===== src/rtl/edo_pkg.sv =====
package edo_pkg;
   typedef enum logic [1:0] {
      CYC_IDLE   = 2'd0,
      CYC_ACCESS = 2'd1,
      CYC_CBR    = 2'd2
   } cyc_e;

   localparam int LANES = 2;
endpackage


===== src/rtl/edo_cell_array.sv =====
module edo_cell_array #(
   parameter int ROWS   = 8,
   parameter int COLS   = 8,
   parameter int BYTE_W = 8,
   localparam int NL    = edo_pkg::LANES,
   localparam int DW    = BYTE_W * NL,
   localparam int RW    = $clog2(ROWS),
   localparam int CW    = $clog2(COLS),
   localparam int DEPTH = ROWS * COLS,
   localparam int AW    = $clog2(DEPTH)
) (
   input  logic          clk,
   input  logic          rst_n,
   input  logic          wr_go,
   input  logic [NL-1:0] wr_lane,
   input  logic [RW-1:0] wr_row,
   input  logic [CW-1:0] wr_col,
   input  logic [DW-1:0] wr_data,
   input  logic [RW-1:0] rd_row,
   input  logic [CW-1:0] rd_col,
   output logic [DW-1:0] rd_data
);
   logic [AW-1:0] wr_idx, rd_idx;

   assign wr_idx = AW'(wr_row) * AW'(COLS) + AW'(wr_col);
   assign rd_idx = AW'(rd_row) * AW'(COLS) + AW'(rd_col);

   for (genvar g = 0; g < NL; g++) begin : g_bank
      logic [BYTE_W-1:0] bank [DEPTH];

      always_ff @(posedge clk or negedge rst_n) begin
         if (!rst_n) begin
            for (int i = 0; i < DEPTH; i++) bank[i] <= '0;
         end else if (wr_go && wr_lane[g]) begin
            bank[wr_idx] <= wr_data[g*BYTE_W +: BYTE_W];
         end
      end

      assign rd_data[g*BYTE_W +: BYTE_W] = bank[rd_idx];
   end
endmodule


===== config.mk =====
export PLATFORM = sky130hd
export DESIGN_NAME = edo_cell_array
export DESIGN_NICKNAME = d
export VERILOG_FILES = /design/src/rtl/edo_pkg.sv /design/src/rtl/edo_cell_array.sv
export SDC_FILE = /design/constraint.sdc
export NUM_CORES = 1
export LEC_CHECK = 0
export BUFFER_PORTS_ARGS = -buffer_cell sky130_fd_sc_hd__buf_2
export CORE_AREA = 3 3 297 299
export CTS_BUF_LIST = sky130_fd_sc_hd__clkbuf_4
export CTS_CLUSTER_DIAMETER = 40
export DETAILED_ROUTE_END_ITERATION = 6
export DIE_AREA = 0 0 300 302
export PLACE_DENSITY = 0.75
export SYNTH_ARGS = -nofsm -noshare
export SYNTH_HDL_FRONTEND = slang
export SYNTH_SLANG_ARGS = --single-unit

===== constraint.sdc =====
create_clock -name clk -period 1.8 [get_ports clk]
set_clock_uncertainty 0.05 [all_clocks]
set_input_delay 0.18 -clock clk [delete_from_list [all_inputs] [get_ports clk]]
set_output_delay 0.18 -clock clk [all_outputs]
set_load 0.03 [all_outputs]

==> results by group <==
Detailed routing
  – Final wirelength: roughly 120 mm
  – Initial DRC count: between 2000 and 2500
  – Via density per instance: ~6.1
  – Number of nets with antenna violations after detailed routing: 0
  – Via Count: around 30000
  – Routed len/inst: 25.84 um
  – DRC violations left: 0
  – Number of search-and-repair iterations in the first detailed-routing pass: 5

Floorplanning
  – Horizontal die dimension: 300 um
  – Area of the core: between 80000 and 90000 um^2
  – Number of placement rows: 107
  – Starting utilization of the core area: 54.98%
  – Area of the die: 90600 um^2
  – Height of the die: between 300 and 400 um
  – Number of top-level pins: 49

Clock tree
  – Number of CTS-inserted buffers: ~280
  – CTS H-tree depth: 5
  – CTS tree: done
  – Clock sinks: between 1000 and 1500
  – Clock-pin slew of the registers on the worst-case setup and hold paths: ~0.06 ns
  – Clock latency of the later-clocked register in the worst-skew pair: ~1.1 ns
  – Maximum clock path buffer count: 4
  – Clock Root Buffer: clkbuf_4

Placed design
  – DPL Wire Length: 82.34 mm
  – Placer's final routability congestion estimate: 0.8714
  – Placed insts: 4330
  – Buffers added on ports: 48
  – Placed standard-cell area: around 53000 um^2

Synth
  – Number of enable-type register cells in the synthesized netlist: 0
  – Combined area of all synthesized cells: around 47000 um^2
  – Mean cell area of the mapped netlist: about 16 um^2
  – Sequential fraction of the synthesis area: 54.56%
  – Total number of yosys warnings: 0
  – Nets in the synthesized netlist: between 2000 and 3000
  – Top post-synthesis cells by area: dfrtp_1 (55%), mux2_2 (24%), mux4_2 (13%)
  – Proportion of synthesized flip-flops having asynchronous set or reset: 100.0%
  – Count of state elements after synthesis: ~1000
  – Cell type with the largest total area after synthesis: dfrtp_1
  – Top cells by instance count after synthesis: dfrtp_1 (1024), mux2_2 (1014), mux4_2 (266)
  – Number of instances in the synthesized netlist: between 2000 and 3000
  – Number of different library cells in the post-synthesis netlist: between 40 and 50
  – Leading cell type by number of instances after synthesis: dfrtp_1
  – Post-synth top area share: between 50% and 60%
  – Dominant register cell in the synthesized netlist: dfrtp_1

Worst setup path
  – Critical path destination: rd_data[15]
  – Critical R2R Capture: g_bank[1].bank[123]
  – Critical R2R Launch: g_bank[1].bank[123]
  – Crit start category: flip-flop
  – Launching instance or port of the critical path: g_bank[1].bank[207]
  – Worst endpoint data arrival time: between 2 and 3 ns
  – Required time of the critical path: ~1.6 ns
  – Number of cells on the worst reg-to-reg path: 2
  – CP Class: reg2out
  – Worst Path Max Fanout: 2
  – Critical Path End Type: primary output
  – Setup slack on the worst flop-to-flop path: 0.83 ns

Hold path
  – Worst Min Path Start: wr_data[8]
  – Path category of the worst min-delay check: in2reg
  – Hold Path Stages: 4

Cells and area
  – Layout overhead on the synthesized area: 20.99%
  – Final Net Count: 3536
  – Max FFs per register: about 1000
  – Multi-input gate area: 20960 um^2
  – Storage cell area: approximately 26000 um^2
  – Layout cell share with drive strength beyond 1: ~64%
  – Register containing the most flip-flops in the final layout: g_bank.bank
  – Area of all placed cells without fillers: approximately 57000 um^2
  – Biggest registers after layout: g_bank.bank: 1024 flops
  – Fillers: between 5000 and 6000
  – Layout Cells excl Fill: 4827

Timing
  – Min Hold Slack: around 0.23 ns
  – Pins over their slew limit: 0
  – Worst slew slack as a fraction of its limit: between 10% and 20%
  – Total negative setup slack: -21.64 ns
  – RSZ-0062 raised after global routing: true
  – Shortest clock period the worst path allows after layout: ~3.2 ns
  – Final count of negative-setup-slack endpoints: 39
  – Count of endpoints failing hold in the final timing report: 0
  – FMAX: 0.3125 GHz
  – Final setup margin: -1.400 ns
  – Final worst path period share: 177.8%
  – Slew at the pin with the worst max-slew slack: around 1.3 ns

Power
  – Cell Pwr Density: a little over 900 nW/um^2
  – Power after layout: approximately 53000 uW
  – Maximum vdd drop: ~0.62 mV
  – Leakage power summed over all cells: ~0.027 uW

GRT
  – Maximum number of pins on one net before global-route repair: a little over 100
  – Via count of the first global-routing pass: approximately 32000
  – GR Overflow Total: 0
  – All-Layer GR Usage: between 20% and 30%
  – Wire length of the first global-routing pass: between 150 and 200 mm
  – Antenna violations before repair: 3

Job
  – Maxcap violations: 0

Run status
  – Failing checks: negative setup slack
  – Run status: complete, but fails checks
-- worst max-delay path, cell delays in order (launching register included) --
cell	delay, ns
dfrtp_1	0.40
mux4_2	0.53
mux4_2	0.54
nor2_4	0.12
o41ai_4	0.10
buf_4	0.19
-- per-stage QoR --
stage,setup slack (ns),utilization (%)
after detailed placement,-0.8063,61.63
after global placement,-0.7870,61.63
after CTS,-1.556,66.31
after global routing,-1.543,66.53
final,-1.400,66.53
after floorplan,-0.1637,-
-- layer usage --
metal	vias up	part of all wire (%)	track usage, %
met3	225	6.3	6.129
met1	15830	43	39.20
met5	-	0	0
met2	971	49	44.86
li1	12330	-	-
met4	0	2.6	9.937
-- cells in the final DEF (no fill, tap or decap), types with 11 or more instances in the layout --
cell type / instances
a21oi_1: 18
buf_12: 134
buf_2: 25
buf_4: 271
buf_6: 17
clkbuf_4: 410
clkinv_1: 42
dfrtp_1: 1024
dlygate4sd3_1: 31
mux2_1: 11
mux2_2: 1014
mux2i_1: 47
mux4_2: 266
nand2_1: 33
nand2_2: 23
nor2_1: 18
nor2_2: 101
nor3_1: 12
o21ai_1: 22
o22ai_1: 15
o41ai_4: 12
-- logic make-up (layout without fill, tap and decap cells) --
family / Yosys count / count (layout) / share of synthesized area (%)
compound gates: 125 / 125 / 1.660
simple gates: 237 / 237 / 2.901
flops: 1024 / 1024 / 54.56
mux: 1349 / 1349 / 38.57
buf+inv: 230 / 946 / 2.307
other cells: 0 / 2 / 0
-- worst min path at each step --
| stage | endpoint | slack (ns) |
|---|---|---|
| after CTS | g_bank[1].bank[408] | 0.08 |
| after detailed placement | g_bank[1].bank[219] | 0.02 |
| after global routing | g_bank[1].bank[264] | 0.15 |
| after global placement | g_bank[1].bank[219] | 0.01 |
| after floorplan | g_bank[0].bank[0] | -0.17 |
| final | g_bank[1].bank[272] | 0.23 |
-- power by group --
part           total (uW)  switching, uW  internal [uW]
logic                6420           3030           3390
registers           25900            999          24900
clock network       20500           9480          11100
-- timing repair --
item                                     CTS  global route
gates resized for setup                   72            39
buffers inserted                           2             3
pin swaps                                 23            22
hold endpoints to repair                2047             0
endpoints found under the setup margin    16           107
hold buffers                              32             0
-- area by class of cell --
type	count	share of cell area, %
antenna	2	0.008808
timing repair buffer	482	9.497
multi-input combinational	1711	36.88
clock inverter	55	0.5967
tap	1144	2.519
clock buffer	409	5.404
sequential	1024	45.10
No activity file was read; power rests on OpenSTA's default activity.
